`src/rtl/tctx_cam_pkg.sv`:
```
package tctx_cam_pkg;

    typedef enum logic [2:0] {
        RING_USER = 3'd0,
        RING_OS   = 3'd1,
        RING_POOL = 3'd2,
        RING_PHYS = 3'd3,
        RING_NONE = 3'd7
    } ring_id_e;

    localparam int NUM_RINGS = 4;
    localparam int SEL_USER  = 0;
    localparam int SEL_OS    = 1;
    localparam int SEL_POOL  = 2;
    localparam int SEL_PHYS  = 3;

endpackage

```
`src/rtl/tctx_ring_bank.sv`:
```
module tctx_ring_bank
    import tctx_cam_pkg::*;
#(
    parameter int WORD_W = 32,
    parameter int LS_W   = 16
) (
    input  logic                  clk,
    input  logic                  rst_n,
    input  logic                  wr_en,
    input  logic [1:0]            wr_ring,
    input  logic                  wr_valid,
    input  logic [WORD_W-1:0]     wr_word,
    output logic [NUM_RINGS-1:0]  ring_vld,
    output logic [WORD_W-1:0]     pool_cam,
    output logic [WORD_W-1:0]     os_cam,
    output logic [LS_W-1:0]       user_ls
);
    localparam int NBYTES = WORD_W / 8;

    logic [WORD_W-1:0] host_word;

    // Incoming word arrives most significant byte first in the low lane.
    for (genvar b = 0; b < NBYTES; b++) begin : g_swap
        assign host_word[8*b +: 8] = wr_word[8*(NBYTES-1-b) +: 8];
    end

    for (genvar r = 0; r < NUM_RINGS; r++) begin : g_vld
        always_ff @(posedge clk) begin
            if (!rst_n) begin
                ring_vld[r] <= 1'b0;
            end else if (wr_en && (wr_ring == 2'(r))) begin
                ring_vld[r] <= wr_valid;
            end
        end
    end

    always_ff @(posedge clk) begin
        if (!rst_n) begin
            pool_cam <= '0;
            os_cam   <= '0;
            user_ls  <= '0;
        end else if (wr_en) begin
            unique case (wr_ring)
                2'(SEL_POOL): pool_cam <= host_word;
                2'(SEL_OS):   os_cam   <= host_word;
                2'(SEL_USER): user_ls  <= host_word[LS_W-1:0];
                default:      ;
            endcase
        end
    end

endmodule

```
`src/rtl/tctx_hw_cam.sv`:
```
module tctx_hw_cam #(
    parameter int BLK_W = 8,
    parameter int CAM_W = 32,
    parameter int TID_W = 8
) (
    input  logic              cfg_tid8,
    input  logic [BLK_W-1:0]  chip_blk,
    input  logic [TID_W-1:0]  thread_id,
    output logic [CAM_W-1:0]  hw_cam
);
    always_comb begin
        hw_cam = '0;
        hw_cam[CAM_W-1 -: BLK_W] = chip_blk;
        if (cfg_tid8) begin
            hw_cam[TID_W]       = 1'b1;
            hw_cam[TID_W-1:0]   = thread_id;
        end else begin
            hw_cam[TID_W-1]     = 1'b1;
            hw_cam[TID_W-2:0]   = thread_id[TID_W-2:0];
        end
    end
endmodule

```
`src/rtl/tctx_ring_match.sv`:
```
module tctx_ring_match
    import tctx_cam_pkg::*;
#(
    parameter int CAM_W = 32,
    parameter int LS_W  = 16
) (
    input  logic                  fmt,
    input  logic                  ignore,
    input  logic [CAM_W-1:0]      tgt_cam,
    input  logic [LS_W-1:0]       lserv,
    input  logic [CAM_W-1:0]      hw_cam,
    input  logic [NUM_RINGS-1:0]  ring_vld,
    input  logic [CAM_W-1:0]      pool_cam,
    input  logic [CAM_W-1:0]      os_cam,
    input  logic [LS_W-1:0]       user_ls,
    output logic                  hit,
    output ring_id_e              ring
);
    logic phys_eq, pool_eq, os_eq, user_eq;

    assign phys_eq = ring_vld[SEL_PHYS] && (tgt_cam == hw_cam);
    assign pool_eq = ring_vld[SEL_POOL] && (tgt_cam == pool_cam);
    assign os_eq   = ring_vld[SEL_OS]   && (tgt_cam == os_cam);
    assign user_eq = ring_vld[SEL_USER] && (user_ls == lserv);

    always_comb begin
        hit  = 1'b0;
        ring = RING_NONE;
        if (!fmt) begin
            if (!ignore) begin
                if (phys_eq) begin
                    hit  = 1'b1;
                    ring = RING_PHYS;
                end else if (pool_eq) begin
                    hit  = 1'b1;
                    ring = RING_POOL;
                end else if (os_eq) begin
                    hit  = 1'b1;
                    ring = RING_OS;
                end
            end
        end else if (os_eq && user_eq) begin
            hit  = 1'b1;
            ring = RING_USER;
        end
    end
endmodule

```
`src/rtl/tctx_cam_match.sv`:
```
module tctx_cam_match
    import tctx_cam_pkg::*;
#(
    parameter int BLK_W = 8,
    parameter int IDX_W = 24,
    parameter int TID_W = 8,
    parameter int LS_W  = 16
) (
    input  logic              clk,
    input  logic              rst_n,
    input  logic              cfg_tid8,
    input  logic [BLK_W-1:0]  chip_blk,
    input  logic [TID_W-1:0]  thread_id,
    input  logic              wr_en,
    input  logic [1:0]        wr_ring,
    input  logic              wr_valid,
    input  logic [BLK_W+IDX_W-1:0] wr_word,
    input  logic              q_valid,
    input  logic              q_fmt,
    input  logic [BLK_W-1:0]  q_blk,
    input  logic [IDX_W-1:0]  q_idx,
    input  logic              q_ignore,
    input  logic [LS_W-1:0]   q_lserv,
    output logic              res_valid,
    output logic              res_hit,
    output logic [2:0]        res_ring
);
    localparam int CAM_W = BLK_W + IDX_W;

    logic [NUM_RINGS-1:0] ring_vld;
    logic [CAM_W-1:0]     pool_cam, os_cam, hw_cam;
    logic [LS_W-1:0]      user_ls;
    logic                 hit_d;
    ring_id_e             ring_d;

    tctx_ring_bank #(.WORD_W(CAM_W), .LS_W(LS_W)) bank_i (
        .clk(clk), .rst_n(rst_n), .wr_en(wr_en), .wr_ring(wr_ring),
        .wr_valid(wr_valid), .wr_word(wr_word), .ring_vld(ring_vld),
        .pool_cam(pool_cam), .os_cam(os_cam), .user_ls(user_ls)
    );

    tctx_hw_cam #(.BLK_W(BLK_W), .CAM_W(CAM_W), .TID_W(TID_W)) hwcam_i (
        .cfg_tid8(cfg_tid8), .chip_blk(chip_blk), .thread_id(thread_id),
        .hw_cam(hw_cam)
    );

    tctx_ring_match #(.CAM_W(CAM_W), .LS_W(LS_W)) match_i (
        .fmt(q_fmt), .ignore(q_ignore), .tgt_cam({q_blk, q_idx}),
        .lserv(q_lserv), .hw_cam(hw_cam), .ring_vld(ring_vld),
        .pool_cam(pool_cam), .os_cam(os_cam), .user_ls(user_ls),
        .hit(hit_d), .ring(ring_d)
    );

    always_ff @(posedge clk) begin
        if (!rst_n) begin
            res_valid <= 1'b0;
            res_hit   <= 1'b0;
            res_ring  <= RING_NONE;
        end else begin
            res_valid <= q_valid;
            if (q_valid) begin
                res_hit  <= hit_d;
                res_ring <= ring_d;
            end
        end
    end
endmodule

```
`config.mk`:
```
export PLATFORM = sky130hd
export DESIGN_NAME = tctx_cam_match
export DESIGN_NICKNAME = d
export VERILOG_FILES = /design/src/rtl/tctx_cam_pkg.sv /design/src/rtl/tctx_ring_bank.sv /design/src/rtl/tctx_hw_cam.sv /design/src/rtl/tctx_ring_match.sv /design/src/rtl/tctx_cam_match.sv
export SDC_FILE = /design/constraint.sdc
export NUM_CORES = 1
export LEC_CHECK = 0
export CORE_MARGIN = 10
export CORE_UTILIZATION = 46
export CTS_CLUSTER_DIAMETER = 80
export CTS_CLUSTER_SIZE = 24
export DETAILED_ROUTE_END_ITERATION = 6
export PLACE_DENSITY = 0.8
export SYNTH_ARGS = -nofsm -noshare
export SYNTH_HDL_FRONTEND = slang
export SYNTH_HIERARCHICAL = 1
export SYNTH_SLANG_ARGS = --single-unit
```
`constraint.sdc`:
```
create_clock -name clk -period 1.6 [get_ports clk]
set_input_delay 0.16 -clock clk [delete_from_list [all_inputs] [get_ports clk]]
set_output_delay 0.16 -clock clk [all_outputs]
set_load 0.005 [all_outputs]
```
After elaboration in Yosys (flattened, before gate mapping)
Index checks and enable logic that the tools add are counted.

operators by class
  add/subtract/negate cells = 0
  $mul = 0
  divide/modulo/power cells = 0
  $lt $le $gt $ge = 0
  equal/unequal tests = 7
  shift-type cells = 0
  mux-type cells = 14
  bitwise gates (word level) = 0
  reductions and logical operators = 13

operators by type and width
  kind                                                  number
  equality test 32 bit                                  3
  2-to-1 mux 3 bit                                      6
  equality test 16 bit                                  1
  logical AND 1 bit                                     9
  2-to-1 mux 8 bit                                      1
  2-to-1 mux 1 bit                                      7
  AND reduction 2 bit                                   3
  equality test 2 bit (second input constant)           2
  equality test 2 x 1 -> 1 bit (second input constant)  1
  zero test 2 bit                                       1

storage, ports and cells
  flip-flop bits (word level) = 89
  latch bits = 0
  memory bits (writable) = 0
  bits in read-only memories = 0
  output and inout bits = 5
  logic and storage cells = 44
  memories = 0

Longest topological paths before layout
  depth after elaboration = 7
  mapped depth = 9
  depth with buffers taken out = 9

Cells and area by module
The synthesis kept the hierarchy.

modules (own cells, without submodules)
  module           times used  cells each  area each (µm²)
  tctx_ring_bank   1           312         3115.5
  tctx_ring_match  1           163         1293.7
  tctx_hw_cam      1           33          242.7
  tctx_cam_match   1           15          176.4

Worst setup path after synthesis
OpenSTA, ideal clock, no wires.

  path kind = register to register
  start = reg bank_i.user_ls[15]
  end = reg res_ring[2]
  library setup time = 115 ps
  arrival time = 1501 ps
  path slack = -16 ps
  cell stages (with the launch flop) = 9
  cell sequence = dfxtp_1 -> xor2_1 -> nor4_1 -> nand4_1 -> nor4_2 -> and2_4 -> o22ai_1 -> mux2i_1 -> nand2_1

between the ends
  longest elaborated chain between the ends = 5

RTL lines
  element                 line                   text
  start, declared         tctx_ring_bank.sv:16   output logic [LS_W-1:0] user_ls
  start signal, assigned  tctx_ring_bank.sv:46   2'(SEL_USER): user_ls <= host_word[LS_W-1:0];
  equality test 16 bit    tctx_ring_match.sv:24  assign user_eq = ring_vld[SEL_USER] && (user_ls == lserv);
  logical AND 1 bit       tctx_ring_match.sv:24
  logical AND 1 bit       tctx_ring_match.sv:42  end else if (os_eq && user_eq) begin
  2-to-1 mux 3 bit        tctx_ring_match.sv:42
  2-to-1 mux 3 bit        tctx_ring_match.sv:29  if (!fmt) begin
  net ring_d[2]           tctx_cam_match.sv:34   ring_id_e ring_d;
  end signal, assigned    tctx_cam_match.sv:63   res_ring <= ring_d;
  end, declared           tctx_cam_match.sv:26   output logic [2:0] res_ring

The timed path passes the listed nets, and every way through them passes these cells.
A chain may end at the register's enable or synchronous reset.

Worst setup path after layout
  start = in q_blk[1]
  end = reg res_ring[2]

between the ends
  longest elaborated chain between the ends = 7
  elaborated cells on any way between the ends = 13
  those cells by class = eq/ne (3); mux (6); reduce/logical (4)

RTL lines
  element               line                   text
  start, declared       tctx_cam_match.sv:20   input logic [BLK_W-1:0] q_blk,
  equality test 32 bit  tctx_ring_match.sv:23  assign os_eq = ring_vld[SEL_OS] && (tgt_cam == os_cam);
  logical AND 1 bit     tctx_ring_match.sv:23
  2-to-1 mux 3 bit      tctx_ring_match.sv:37  end else if (os_eq) begin
  2-to-1 mux 3 bit      tctx_ring_match.sv:34  end else if (pool_eq) begin
  2-to-1 mux 3 bit      tctx_ring_match.sv:31  if (phys_eq) begin
  2-to-1 mux 3 bit      tctx_ring_match.sv:30  if (!ignore) begin
  2-to-1 mux 3 bit (*)  tctx_ring_match.sv:29
  net ring_d[2]         tctx_cam_match.sv:34

Mark *: on every way through the listed nets, which the timed path passes. The rest lies on a longest branch.

==> flow_summary.yaml <==
setup_path:
  critPathKind: "primary input to flip-flop"
  worstSetupStartpointType: "primary input"
  cp_num_cells: 10
  cp.arrival_ps: 2170
  crit_path_end_kind: "flip-flop"
  worstPathMaxFanout: 2
  reg2regPathDepth: 9
  max_stage_delay_ps: 440
  critPathSlowestCell: "clkdlybuf4s50_1"
  cp_top_family: "simple AND/OR/NAND/NOR gates"
  path_buf_inv: 2
  required_ps: 1830
  r2r-start: "bank_i/os_cam[16]"
  cp_cell_sequence: "clkdlybuf4s50_1 > buf_4 > xor2_1 > nor4_2 > nand4_1 > nor3_2 > or2_1 > o22ai_2 > mux2i_1 > nand2_1"
  rr_endpoint: "res_ring[2]"
  rrSetupSlack_ps: -280
final_layout:
  utilization: 0.623
  diodes: 0
  final_cell_mix: "nand2_1 (120), clkdlybuf4s50_1 (104), xor2_1 (95)"
  area_growth_pct: 32.5
  final_nets: 739
  final_cells: 774
  layout-drive-gt1-share: 0.110
  multiInputGateArea_um2: 2850
  final_common_cell: "nand2_1"
  regArea_um2: 1780
  n_fill_cell: 853
yosys:
  netlist_instances: 523
  ys_seq_elements: 89
  ys_types: 29
  synth_area_per_cell_um2: 9.23
  yosysSeqAreaShare: 0.369
  syn_area_um2: 4830
  ys_warn_count: 6
  synth_area_leaders: "dfxtp_1 (37%), mux2i_1 (18%), xor2_1 (18%)"
  yosys.area.top_type: "dfxtp_1"
  synth_top_cell_area_share: 0.369
power:
  peakVddDrop_v: 0.000478
  p_leak_nw: 3.01
  power_frac_seq: 0.483
  power.share.clock: 0.330
  p_sw_frac: 0.270
  switching_power_mw: 1.31
  p_comb_frac: 0.188
  internal-power_mw: 3.54
  powerDensity_nw_per_um2: 758
placed_design:
  placed_cells: 758
  dpl.hpwl_mm: 10.7
  gp_congestion: 0.935
  numPortBuffers: 110
grt:
  grt_pass1_wl_mm: 21.3
  grt_pass1_vias: 4091
  grt_antenna_before_repair: 0
  grt_usage: 0.182
  grt_max_degree: 43
  overflow: 0
clocking:
  cts_tree: "built"
  h-tree-depth: 3
  clkTransAtPathRegs_ps: 80
  cts_max_path_buffers: 2
  cts.sinks: 89
  clk_latency_ps: 360
  hold_buffers: 0
  cts_setup_buffers: 0
  cts_root_buffer: "clkbuf_8"
  cts_made_buffers: 9
detailed_routing:
  first_pass_iters: 4
  drc: 0
  detail_route.wl_per_cell_um: 17.8
  wl_met3_um: 872
  dr.first_iter.drc_count: 173
  via_count: 3915
  ant_nets: 0
  top_layer_used: "met4"
  met2_length_mm: 6.83
  totalWireLength_mm: 13.8
  drt-met1-wl_mm: 5.86
  viasPerCell: 5.06
timing:
  setup_viol: 4
  worst_slack_ps: -344
  fin_crit_ps: 1940
  rsz0062_at_grt: "yes"
  slew_violations: 0
  period_share: 1.22
  fmaxAchievable_ghz: 0.514
  hold_viol: 0
  finalClockSkew_ps: 10.6
die:
  start_util: 0.470
  core_um2: 10300
  die_area_um2: 15000
  rows: 37
  io_pins: 111
  die_y_um: 122
  fp.dieW_um: 122
hold_path:
  hold_end: "res_ring[2]"
  min_from: "rst_n"
  hold_class: "primary input to flip-flop"
  whs_path_depth: 2
outcome:
  status: "finished, violations left"
  violations: "setup timing"
job:
  max_cap_viol_count: 0
[timing repair]
item | in CTS | in global routing
endpoints found under the setup margin | 4 | 4
resized for setup | 23 | 6
pin swaps | 14 | 3
[per-stage QoR]
| step | TNS, ps | cell area [um2] | hold slack, ps | power [mW] | setup WS [ps] |
|---|---|---|---|---|---|
| finish | -1220 | 6400 | 189 | 4.85 | -344 |
| global route | -1630 | 6400 | 192 | 5.03 | -443 |
| CTS | -1000 | 6370 | 180 | 4.84 | -259 |
| detailed placement | -3400 | 6070 | 458 | 3.26 | -918 |
| global placement | -3140 | 6070 | 449 | 3.24 | -818 |
| floorplan | 0 | 4880 | 222 | 2.83 | 2.12 |
[worst max path at each step]
stage                       end                 from  slack, ps
detailed placement  res_ring[1]            q_idx[12]       -920
global route        res_ring[2]  bank_i/pool_cam[16]       -440
global placement    res_ring[2]             q_blk[0]       -820
finish              res_ring[2]             q_blk[1]       -340
floorplan           res_ring[2]    bank_i/os_cam[12]          2
CTS                 res_ring[2]    bank_i/os_cam[16]       -260
[layer usage]
layer | up-vias | GRT usage
met5 | - | 0
met4 | 0 | 0.0611
met3 | 14 | 0.0468
met2 | 111 | 0.311
met1 | 1881 | 0.219
li1 | 1909 | -
[state kept, by name, summed over array words and instances, names as in the netlist]
name	flops
bank_i/pool_cam	32
bank_i/ring_vld	4
res_ring	3
res_valid	1
bank_i/user_ls	16
bank_i/os_cam	32
res_hit	1
[cells by family (layout without fill, tap and decap cells)]
| family | after synthesis | in the layout | share of synthesized area |
|---|---|---|---|
| other cells | 1 | 15 | 0.000777 |
| xor+xnor | 112 | 112 | 0.203 |
| simple gates | 174 | 174 | 0.163 |
| buf+inv | 55 | 156 | 0.0764 |
| mux | 88 | 88 | 0.182 |
| flops | 89 | 89 | 0.369 |
| compound gates | 4 | 4 | 0.00518 |
[layout make-up]
cell class                      instances  share of cell area
Multi-Input combinational cell        393               0.446
Sequential cell                        89               0.279
Timing Repair Buffer                  140               0.217
Tap cell                              136              0.0266
Clock buffer                           10              0.0215
Clock inverter                          6              0.0106
[power groups by stage]
stage          Sequential [mW]  Combinational [mW]  Clock (mW)
6_report                  2.34               0.911        1.60
5_1_grt                   2.35               0.972        1.71
4_1_cts                   2.34               0.899        1.61
3_5_place_dp              2.39               0.872           0
3_3_place_gp              2.39               0.856           0
2_1_floorplan             2.38               0.453           0
[synthesized netlist by cell type, drive strengths merged]
library cell	n
conb	1
nor3	7
nand2b	1
or3b	1
nor2	1
xnor2	15
mux2i	88
clkbuf	9
nand3	8
xor2	97
o21ai	1
or2	1
nor4	24
buf	46
nand3b	2
nor2b	1
dfxtp	89
o22ai	1
nand4	6
nand2	120
o22a	1
and2	2
a21oi	1
[worst register-to-register path: cells and delay by family (launching register included)]
kind	cells	cell delay (ps)
buf+inv	1	180
xor+xnor	1	140
compound gates	1	60
simple gates	5	900
flops	1	330
mux	1	140
No activity file was read; power rests on OpenSTA's default activity.
